File: src/rtl/smbto_pkg.sv
package smbto_pkg;
  // strobes and levels handed from control to datapath
  typedef struct packed {
    logic armA;     // checker A running
    logic idleA;    // checker A bus-idle mode
    logic armB;     // checker B running
    logic xferRst;  // start or stop condition seen
  } ctlStrobes_t;
endpackage

File: src/rtl/smbto_sync.sv
module smbto_sync #(
  parameter int   WIDTH     = 2,
  parameter int   STAGES    = 2,
  parameter logic RESET_VAL = 1'b1
) (
  input  logic             clk,
  input  logic             rstN,
  input  logic [WIDTH-1:0] din,
  output logic [WIDTH-1:0] dout
);
  logic [STAGES-1:0][WIDTH-1:0] stage;

  always_ff @(posedge clk or negedge rstN) begin
    if (!rstN) begin
      stage <= {STAGES{{WIDTH{RESET_VAL}}}};
    end else begin
      stage[0] <= din;
      for (int i = 1; i < STAGES; i++) stage[i] <= stage[i-1];
    end
  end

  assign dout = stage[STAGES-1];
endmodule

File: src/rtl/smbto_window.sv
module smbto_window #(
  parameter int LIMIT_W = 12,
  parameter int DIV_W   = 11
) (
  input  logic               clk,
  input  logic               rstN,
  input  logic               run,
  input  logic               clear,
  input  logic [DIV_W-1:0]   divLast,
  input  logic [LIMIT_W-1:0] limit,
  output logic               expire
);
  logic [DIV_W-1:0]   pre;
  logic [LIMIT_W-1:0] cnt;
  logic               tick;

  assign tick   = run && (pre == divLast);
  assign expire = tick && (cnt == limit);

  always_ff @(posedge clk or negedge rstN) begin
    if (!rstN) begin
      pre <= '0;
      cnt <= '0;
    end else if (clear || expire) begin
      pre <= '0;
      cnt <= '0;
    end else if (run) begin
      if (tick) begin
        pre <= '0;
        cnt <= cnt + 1'b1;
      end else begin
        pre <= pre + 1'b1;
      end
    end
  end

  AST_NO_OVERFLOW: assert property (@(posedge clk) disable iff (!rstN)
    cnt <= limit);
  AST_RESTART: assert property (@(posedge clk) disable iff (!rstN)
    clear |=> (cnt == '0) && (pre == '0));
  AST_HOLD_IDLE: assert property (@(posedge clk) disable iff (!rstN)
    (!run && !clear) |=> $stable(cnt) && $stable(pre));
endmodule

File: src/rtl/smbto_ctrl.sv
module smbto_ctrl
  import smbto_pkg::*;
#(
  parameter int LIMIT_W = 12
) (
  input  logic               clk,
  input  logic               rstN,
  input  logic               cfgWrA,
  input  logic [LIMIT_W-1:0] cfgLimitA,
  input  logic               cfgIdleA,
  input  logic               cfgWrB,
  input  logic [LIMIT_W-1:0] cfgLimitB,
  input  logic               enA,
  input  logic               enB,
  input  logic               startEvt,
  input  logic               stopEvt,
  input  logic               flagClr,
  input  logic               expireA,
  input  logic               expireB,
  output ctlStrobes_t        ctl,
  output logic [LIMIT_W-1:0] limitA,
  output logic [LIMIT_W-1:0] limitB,
  output logic               timeoutFlag
);
  logic idleReg;

  // configuration only accepted while the matching checker is stopped
  always_ff @(posedge clk or negedge rstN) begin
    if (!rstN) begin
      limitA  <= '0;
      idleReg <= 1'b0;
      limitB  <= '0;
    end else begin
      if (cfgWrA && !enA) begin
        limitA  <= cfgLimitA;
        idleReg <= cfgIdleA;
      end
      if (cfgWrB && !enB) limitB <= cfgLimitB;
    end
  end

  // sticky flag, a new timeout wins over a clear in the same cycle
  always_ff @(posedge clk or negedge rstN) begin
    if (!rstN) timeoutFlag <= 1'b0;
    else       timeoutFlag <= (timeoutFlag && !flagClr) || expireA || expireB;
  end

  always_comb begin
    ctl.armA    = enA;
    ctl.idleA   = idleReg;
    ctl.armB    = enB;
    ctl.xferRst = startEvt || stopEvt;
  end

  AST_CFG_A_FROZEN: assert property (@(posedge clk) disable iff (!rstN)
    enA |=> $stable(limitA) && $stable(idleReg));
  AST_CFG_B_FROZEN: assert property (@(posedge clk) disable iff (!rstN)
    enB |=> $stable(limitB));
  AST_FLAG_STICKY: assert property (@(posedge clk) disable iff (!rstN)
    (timeoutFlag && !flagClr) |=> timeoutFlag);
  AST_FLAG_CAUSE: assert property (@(posedge clk) disable iff (!rstN)
    $rose(timeoutFlag) |-> $past(expireA || expireB));
endmodule

File: src/rtl/smbto_datapath.sv
module smbto_datapath
  import smbto_pkg::*;
#(
  parameter int LIMIT_W   = 12,
  parameter int LONG_DIV  = 2048,
  parameter int SHORT_DIV = 4,
  parameter int SYNC_LEN  = 2
) (
  input  logic               clk,
  input  logic               rstN,
  input  logic               sclIn,
  input  logic               sdaIn,
  input  logic               stretchAct,
  input  ctlStrobes_t        ctl,
  input  logic [LIMIT_W-1:0] limitA,
  input  logic [LIMIT_W-1:0] limitB,
  output logic               expireA,
  output logic               expireB
);
  localparam int DIV_W = (LONG_DIV > 2) ? $clog2(LONG_DIV) : 2;
  localparam logic [DIV_W-1:0] LONG_LAST  = DIV_W'(LONG_DIV - 1);
  localparam logic [DIV_W-1:0] SHORT_LAST = DIV_W'(SHORT_DIV - 1);

  logic [1:0]       lineSync;
  logic             sclS;
  logic             sdaS;
  logic             condA;
  logic [DIV_W-1:0] divLastA;

  smbto_sync #(.WIDTH(2), .STAGES(SYNC_LEN), .RESET_VAL(1'b1)) uSync (
    .clk  (clk),
    .rstN (rstN),
    .din  ({sclIn, sdaIn}),
    .dout (lineSync)
  );
  assign sclS = lineSync[1];
  assign sdaS = lineSync[0];

  always_comb begin
    condA    = ctl.idleA ? (sclS && sdaS) : !sclS;
    divLastA = ctl.idleA ? SHORT_LAST : LONG_LAST;
  end

  smbto_window #(.LIMIT_W(LIMIT_W), .DIV_W(DIV_W)) uWinA (
    .clk     (clk),
    .rstN    (rstN),
    .run     (ctl.armA && condA),
    .clear   (!ctl.armA || !condA),
    .divLast (divLastA),
    .limit   (limitA),
    .expire  (expireA)
  );

  smbto_window #(.LIMIT_W(LIMIT_W), .DIV_W(DIV_W)) uWinB (
    .clk     (clk),
    .rstN    (rstN),
    .run     (ctl.armB && stretchAct && !ctl.xferRst),
    .clear   (!ctl.armB || ctl.xferRst),
    .divLast (LONG_LAST),
    .limit   (limitB),
    .expire  (expireB)
  );

  AST_A_QUIET_OFF: assert property (@(posedge clk) disable iff (!rstN)
    !ctl.armA |=> !expireA);
  AST_B_QUIET_RST: assert property (@(posedge clk) disable iff (!rstN)
    ctl.xferRst |=> !expireB);
endmodule

File: src/rtl/smbus_timeout_monitor.sv
module smbus_timeout_monitor
  import smbto_pkg::*;
#(
  parameter int LIMIT_W   = 12,
  parameter int LONG_DIV  = 2048,
  parameter int SHORT_DIV = 4
) (
  input  logic               clk,
  input  logic               rstN,
  input  logic               sclIn,
  input  logic               sdaIn,
  input  logic               stretchAct,
  input  logic               startEvt,
  input  logic               stopEvt,
  input  logic               cfgWrA,
  input  logic [LIMIT_W-1:0] cfgLimitA,
  input  logic               cfgIdleA,
  input  logic               cfgWrB,
  input  logic [LIMIT_W-1:0] cfgLimitB,
  input  logic               enA,
  input  logic               enB,
  input  logic               flagClr,
  output logic               timeoutFlag
);
  ctlStrobes_t        ctl;
  logic [LIMIT_W-1:0] limitA;
  logic [LIMIT_W-1:0] limitB;
  logic               expireA;
  logic               expireB;

  smbto_ctrl #(.LIMIT_W(LIMIT_W)) uCtrl (
    .clk         (clk),
    .rstN        (rstN),
    .cfgWrA      (cfgWrA),
    .cfgLimitA   (cfgLimitA),
    .cfgIdleA    (cfgIdleA),
    .cfgWrB      (cfgWrB),
    .cfgLimitB   (cfgLimitB),
    .enA         (enA),
    .enB         (enB),
    .startEvt    (startEvt),
    .stopEvt     (stopEvt),
    .flagClr     (flagClr),
    .expireA     (expireA),
    .expireB     (expireB),
    .ctl         (ctl),
    .limitA      (limitA),
    .limitB      (limitB),
    .timeoutFlag (timeoutFlag)
  );

  smbto_datapath #(
    .LIMIT_W   (LIMIT_W),
    .LONG_DIV  (LONG_DIV),
    .SHORT_DIV (SHORT_DIV),
    .SYNC_LEN  (2)
  ) uData (
    .clk        (clk),
    .rstN       (rstN),
    .sclIn      (sclIn),
    .sdaIn      (sdaIn),
    .stretchAct (stretchAct),
    .ctl        (ctl),
    .limitA     (limitA),
    .limitB     (limitB),
    .expireA    (expireA),
    .expireB    (expireB)
  );
endmodule

File: config.mk
export PLATFORM = sky130hd
export DESIGN_NAME = smbus_timeout_monitor
export DESIGN_NICKNAME = d
export VERILOG_FILES = /design/src/rtl/smbto_pkg.sv /design/src/rtl/smbto_sync.sv /design/src/rtl/smbto_window.sv /design/src/rtl/smbto_ctrl.sv /design/src/rtl/smbto_datapath.sv /design/src/rtl/smbus_timeout_monitor.sv
export SDC_FILE = /design/constraint.sdc
export NUM_CORES = 1
export LEC_CHECK = 0
export BUFFER_PORTS_ARGS = -buffer_cell sky130_fd_sc_hd__buf_2
export CAP_MARGIN = 20
export CORE_UTILIZATION = 62
export DETAILED_ROUTE_END_ITERATION = 10
export GPL_TIMING_DRIVEN = 0
export HOLD_SLACK_MARGIN = 0.02
export PLACE_DENSITY = 0.81
export SETUP_SLACK_MARGIN = 0.02
export SLEW_MARGIN = 15
export SYNTH_ARGS = -nofsm -noshare
export SYNTH_HDL_FRONTEND = slang
export SYNTH_SLANG_ARGS = --single-unit
File: constraint.sdc
create_clock -name clk -period 3.82 [get_ports clk]
set_input_delay 0.191 -clock clk [delete_from_list [all_inputs] [get_ports clk]]
set_output_delay 0.191 -clock clk [all_outputs]
set_load 0.01 [all_outputs]
==> results of run 1 <==
## synthesized netlist by cell type (3+ instances only)
| cell | instances | area [sq um] |
|---|---|---|
| a211oi_1 | 3 | 22.5 |
| a21oi_1 | 11 | 55.1 |
| a31oi_1 | 3 | 18.8 |
| and3_1 | 8 | 50.1 |
| clkbuf_1 | 13 | 48.8 |
| dfrtp_1 | 72 | 1800 |
| dfstp_2 | 4 | 105 |
| ha_1 | 4 | 50.1 |
| inv_1 | 4 | 15.0 |
| mux2_2 | 26 | 293 |
| nand2_1 | 25 | 93.8 |
| nand3_1 | 20 | 100 |
| nand3b_1 | 3 | 22.5 |
| nand4_1 | 13 | 81.3 |
| nor2_1 | 39 | 146 |
| nor2b_1 | 3 | 18.8 |
| nor3_1 | 7 | 35.0 |
| nor3b_1 | 3 | 22.5 |
| nor4_1 | 5 | 31.3 |
| o21ai_0 | 11 | 55.1 |
| or3_1 | 7 | 43.8 |
| xnor2_1 | 24 | 210 |
| xor2_1 | 25 | 219 |
## through the flow
step           total power [mW]  std cells
6_report                   1.70        491
4_1_cts                    1.71        491
5_1_grt                    1.76        491
3_5_place_dp               1.05        473
3_3_place_gp               1.03        472
2_1_floorplan             0.982        361
## state kept, by name, indices dropped and copies added (netlist names)
signal             flops
uCtrl.idleReg          1
uCtrl.timeoutFlag      1
uData.uWinA.pre       11
uCtrl.limitA          12
uCtrl.limitB          12
uData.uWinB.pre       11
uData.uSync.stage      2
uData.uWinA.cnt       12
uData.uWinB.cnt       12
uData.uSync.dout       2
## path summary, 6_finish.rpt
check                                     start             endpoint  slack [ns]  cells past startpoint
min reg2reg                uData.uSync.stage[0]  uData.uSync.dout[0]        0.36                      0
max in group asynchronous                  rstN  uData.uSync.dout[0]        2.95                      3
max                          uData.uWinA.pre[2]   uData.uWinA.cnt[6]        1.49                      6
min                               cfgLimitB[11]     uCtrl.limitB[11]        0.07                      2
min in group asynchronous                  rstN   uData.uWinB.cnt[2]        0.25                      2
max reg2reg                  uData.uWinA.pre[2]   uData.uWinA.cnt[6]        1.49                      6
## metal layers
metal,part of all wire [%],routed length (microns),GRT usage (%)
met3,4.0,300,4.09
met4,1.9,144,10.7
met1,45,3380,33.3
met5,0,0,0
met2,49,3660,42.5
## cells by family (layout without fill, tap and decap cells)
logic type,after synthesis,in the layout,synth area share (%)
xor+xnor,49,49,11.3
fa+ha+maj,4,4,1.32
compound gates,44,44,7.77
simple gates,145,145,19.7
mux,26,26,7.74
flops,76,76,50.4
buf+inv,17,72,1.69
## area by class of cell
class / instances / area, sq um
fillers: 421 / 1590
flip-flops and latches: 76 / 1910
repair buffers: 40 / 240
clock buffers: 11 / 141
inverters: 4 / 15.0
multi-input cells: 268 / 1810
clock inverters: 4 / 73.8
well taps: 75 / 93.8
plain buffers: 13 / 48.8
## worst max-delay path: cells and delay by family, from the launching register on
kind                   cells  cell delay (ns)
buffers and inverters      1             0.27
AO/OA/AOI/OAI              2             0.79
AND/OR/NAND/NOR            3             0.69
flip-flops                 1             0.44
## power groups by stage
stage	registers, mW	logic (mW)	clock network, mW
floorplan	0.888	0.0940	0
global placement	0.896	0.137	0
detailed placement	0.898	0.147	0
CTS	0.882	0.150	0.678
global route	0.887	0.165	0.707
finish	0.882	0.149	0.672
## timing repair
action                                 in CTS  in global routing
endpoints found under the hold margin      19                  0
setup buffers                               0                  0
hold buffers                                3                  0
==> flow_summary.ini, run 1 <==
[status]
outcome = complete, no violations

[sta]
period_share_pct = 60.9
drv_slew = 0
rsz0062_at_grt = no
fmaxAchievable_mhz = 430
setup_violations = 0
min_period_ns = 2.33
maxSlewHeadroom_pct = 55.0
skew_ns = 0.0134
final_hold_viol_count = 0
finalHoldWorstSlack_ns = 0.0705
timing.final.ws_setup_ns = 1.49
worst_slew_pin_slew_ns = 0.671
tns_ns = 0

[synth]
avgSynthCellArea_sq_um = 10.5
yosysWarningCount = 0
syn_area_sq_um = 3780
postSynthRegisterBits = 76
syn-instance-count = 361
syn-num-nets = 402
synth-edff-count = 0
synth_cell_types = 44
async_reset_ff_share_pct = 100
synth-seq-area-share_pct = 50.4
synthFlopType = dfrtp_1

[floorplan]
fp.dieH_microns = 80.1
start_util_pct = 63.9
ios = 38
die_width_microns = 80.1
die_area_sq_um = 6420
core_sq_um = 5920
num_rows = 28

[routing]
drc_errors = 0
viasPerCell = 5.90
ant_nets = 0
wirelength_microns = 7490
drt_iter0_drc = 163
dr.pass1.iters = 5
wl_per_cell_microns = 15.3
vias = 2897

[grt]
overflow = 0
antenna_found_initial = 0
grt_pass1_vias = 2785
grt_pass1_wl_microns = 12500
grt_max_degree = 60
grt_usage_pct = 25.5

[finish]
fin_util_pct = 73.2
final_common_cell = dfrtp_1
final_cell_mix = 72 x dfrtp_1, 39 x nor2_1, 35 x buf_2, 26 x mux2_2
stdcell_area_sq_um = 4330
synthToLayoutAreaGrowth_pct = 14.5
nets = 453
final_layout_size_suffix_gt1_share_pct = 20.9
diodes = 0

[clock_network]
path_clk_slew_ns = 0.08
clockBufferDepth = 2
numCtsBuffers = 9
cts_tree = yes
clk_latency_ns = 0.35
ctsResizeCount = 0
cts_max_level = 3
cts.sinks = 76
cts-root-buf = clkbuf_8

[setup_path]
cp_max_fo = 10
cp.required_ns = 4.03
worst_setup_path_end_kind = register
arrival_ns = 2.53
cp-start-kind = register
crit_slowest_cell = o21ai_1
max_stage_delay_ns = 0.59
criticalPathCategory = register to register
crit_chain = nor4_1 -> and3_1 -> o221ai_2 -> clkbuf_1 -> o21ai_1 -> nor2_1

[power]
switching_share_pct = 22.9
power.net_switching_uw = 390
peakVddDrop_mv = 0.332
p_comb_share_pct = 8.7
powerDensity_nw_per_um2 = 393
power_frac_seq_pct = 51.8
p_int_mw = 1.31
pwr-share-clk_pct = 39.5
p_leak_nw = 1.77

[placement]
portBuffers = 36
hpwl_microns = 5280
placed_cell_area_sq_um = 4090
gp_congestion = 0.857
pre_cts_ws_ns = 1.56

[flow_run]
max-cap-violations = 0

[min_path]
holdCritPathClass = primary input to register
(Power assumes the default switching activity.)
==> run 2: changes to the inputs <==
- CORE_UTILIZATION: 62 -> 53
- PLACE_DENSITY: 0.81 -> 0.74
- clock period: 3.82 -> 2 ns (I/O delays scaled with it)
==> run 2 against run 1 <==
Total power increased by 100%. Global-route usage decreased by 2.6 points. Final area increased by 14%. Critical endpoint is now uData.uWinB.cnt[10]. Largest cell class is now multi-input combinational cells. Highest routed layer unchanged.
==> flow_summary.ini, run 2 (same netlist as run 1, synthesis figures left out) <==
[status]
outcome = complete, no violations

[setup_path]
arrival_ns = 2.21
crit_buf_inv = 0
criticalPathCategory = register to register
reg2reg_to = uData.uWinB.cnt[10]
worstReg2RegStart = uData.uWinB.pre[4]
r2r_setup_slack_ns = 0.06
crit_family = simple AND/OR/NAND/NOR gates
worst_setup_path_end_kind = register
max_stage_delay_ns = 0.51
crit_chain = and3_4 -> nand3_2 -> or3_4 -> or4_4 -> a21o_1 -> a21oi_2
crit_slowest_cell = or4_4
cp-start-kind = register
r2r_cells = 6
cp.required_ns = 2.28
cp_max_fo = 4

[grt]
grt_pass1_wl_microns = 13400
overflow = 0
use_met1_pct = 28.5
grt_pass1_vias = 2990
met2_usage_pct = 40.0
top_usage_layer = met2
grt_usage_pct = 23.0
use_met3_pct = 4.38
antenna_found_initial = 0
grt_max_degree = 46

[clock_network]
cts-root-buf = clkbuf_8
cts_tree = yes
clk_latency_ns = 0.35
clockBufferDepth = 2
numCtsBuffers = 9
path_clk_slew_ns = 0.08
cts_max_level = 3
cts.sinks = 76

[routing]
ant_nets = 0
vias = 3061
wl_per_cell_microns = 15.2
viasPerCell = 5.58
dr.pass1.iters = 4
drt_iter0_drc = 134
wirelength_microns = 8330
drc_errors = 0

[finish]
nets = 489
diodes = 0
final_cell_mix = 70 x dfrtp_1, 39 x nor2_1, 35 x buf_2, 29 x dlygate4sd3_1, 26 x mux2_2
final_common_cell = dfrtp_1
synthToLayoutAreaGrowth_pct = 30.2
final_layout_size_suffix_gt1_share_pct = 27.8

[power]
peakVddDrop_mv = 0.659
p_leak_nw = 2.02
powerDensity_nw_per_um2 = 707
p_total_mw = 3.48

[sta]
period_share_pct = 96.8
skew_ns = 0.00916
finalHoldWorstSlack_ns = 0.117
final_hold_viol_count = 0
fmaxAchievable_mhz = 517
min_period_ns = 1.94
worst_slew_pin_slew_ns = 0.632
maxSlewHeadroom_pct = 57.5
drv_slew = 0
rsz0062_at_grt = yes
setup_violations = 0

[floorplan]
die_area_sq_um = 7480
core_sq_um = 6830
die_width_microns = 86.5
fp.dieH_microns = 86.5
start_util_pct = 55.4
num_rows = 30
ios = 38

[min_path]
holdCritPathClass = primary input to register
hold_start = startEvt
hold_path_end = uData.uWinB.cnt[3]
holdPathStages = 4

[flow_run]
max-cap-violations = 0

[placement]
gp_congestion = 0.873
hpwl_microns = 5170
portBuffers = 36
==> run 2: routing by layer <==
layer | up-vias | part of all wire [%]
met4 | 0 | 2.0
met2 | 97 | 50
met5 | - | 0
li1 | 1460 | -
met1 | 1486 | 44
met3 | 18 | 4.3
==> run 2: stage by stage <==
| step | std cells | setup WS [ns] | util [%] | setup TNS, ns | cell area (sq um) |
|---|---|---|---|---|---|
| floorplan | 361 | 0.0617 | - | 0 | 3780 |
| global placement | 493 | -0.202 | 59.8 | -4.11 | 4080 |
| detailed placement | 494 | -0.241 | 60.2 | -5.20 | 4110 |
| CTS | 543 | 0.0112 | 69.5 | 0 | 4750 |
| global route | 549 | -0.0281 | 72.1 | -0.0815 | 4930 |
| finish | 549 | 0.0643 | 72.1 | 0 | 4930 |
==> run 2: final cells by class <==
type / count / area, sq um
inverters: 4 / 15.0
repair buffers: 79 / 598
fillers: 494 / 1910
well taps: 96 / 120
multi-input cells: 269 / 1990
plain buffers: 9 / 47.5
clock buffers: 12 / 155
clock inverters: 4 / 95.1
flip-flops and latches: 76 / 1910
==> run 2: worst reg2reg max path: cells and delay by family (launching register included) <==
family / cells / cell delay, ns
AOI/OAI and AO/OA: 2 / 0.30
and+or+nand+nor: 4 / 1.17
DFF: 1 / 0.40
==> run 2: report_power, final <==
group	internal, mW	switching, mW
registers	1.62	0.0633
logic	0.198	0.152
clock network	0.896	0.552
==> run 2: worst max path at each step <==
stage                     slack [ns]               start  cells past startpoint             endpoint
after CTS                       0.01  uData.uWinA.pre[2]                      6   uData.uWinA.cnt[6]
final                           0.06  uData.uWinB.pre[4]                      6  uData.uWinB.cnt[10]
after detailed placement       -0.24  uData.uWinA.pre[2]                      6   uData.uWinA.cnt[7]
after global routing           -0.03  uData.uWinA.pre[2]                      7   uData.uWinA.cnt[3]
after global placement         -0.20  uData.uWinA.pre[2]                      6  uData.uWinA.cnt[11]
after floorplan                 0.06  uData.uWinB.pre[0]                      6  uData.uWinB.cnt[10]
==> run 2: timing repair <==
action / CTS / global route
hold buffers: 29 / 0
pin swaps: 2 / 12
buffers inserted: 5 / 7
setup endpoints to repair: 36 / 33
gates cloned: 0 / 2
resized for setup: 12 / 30
endpoints found under the hold margin: 59 / 0
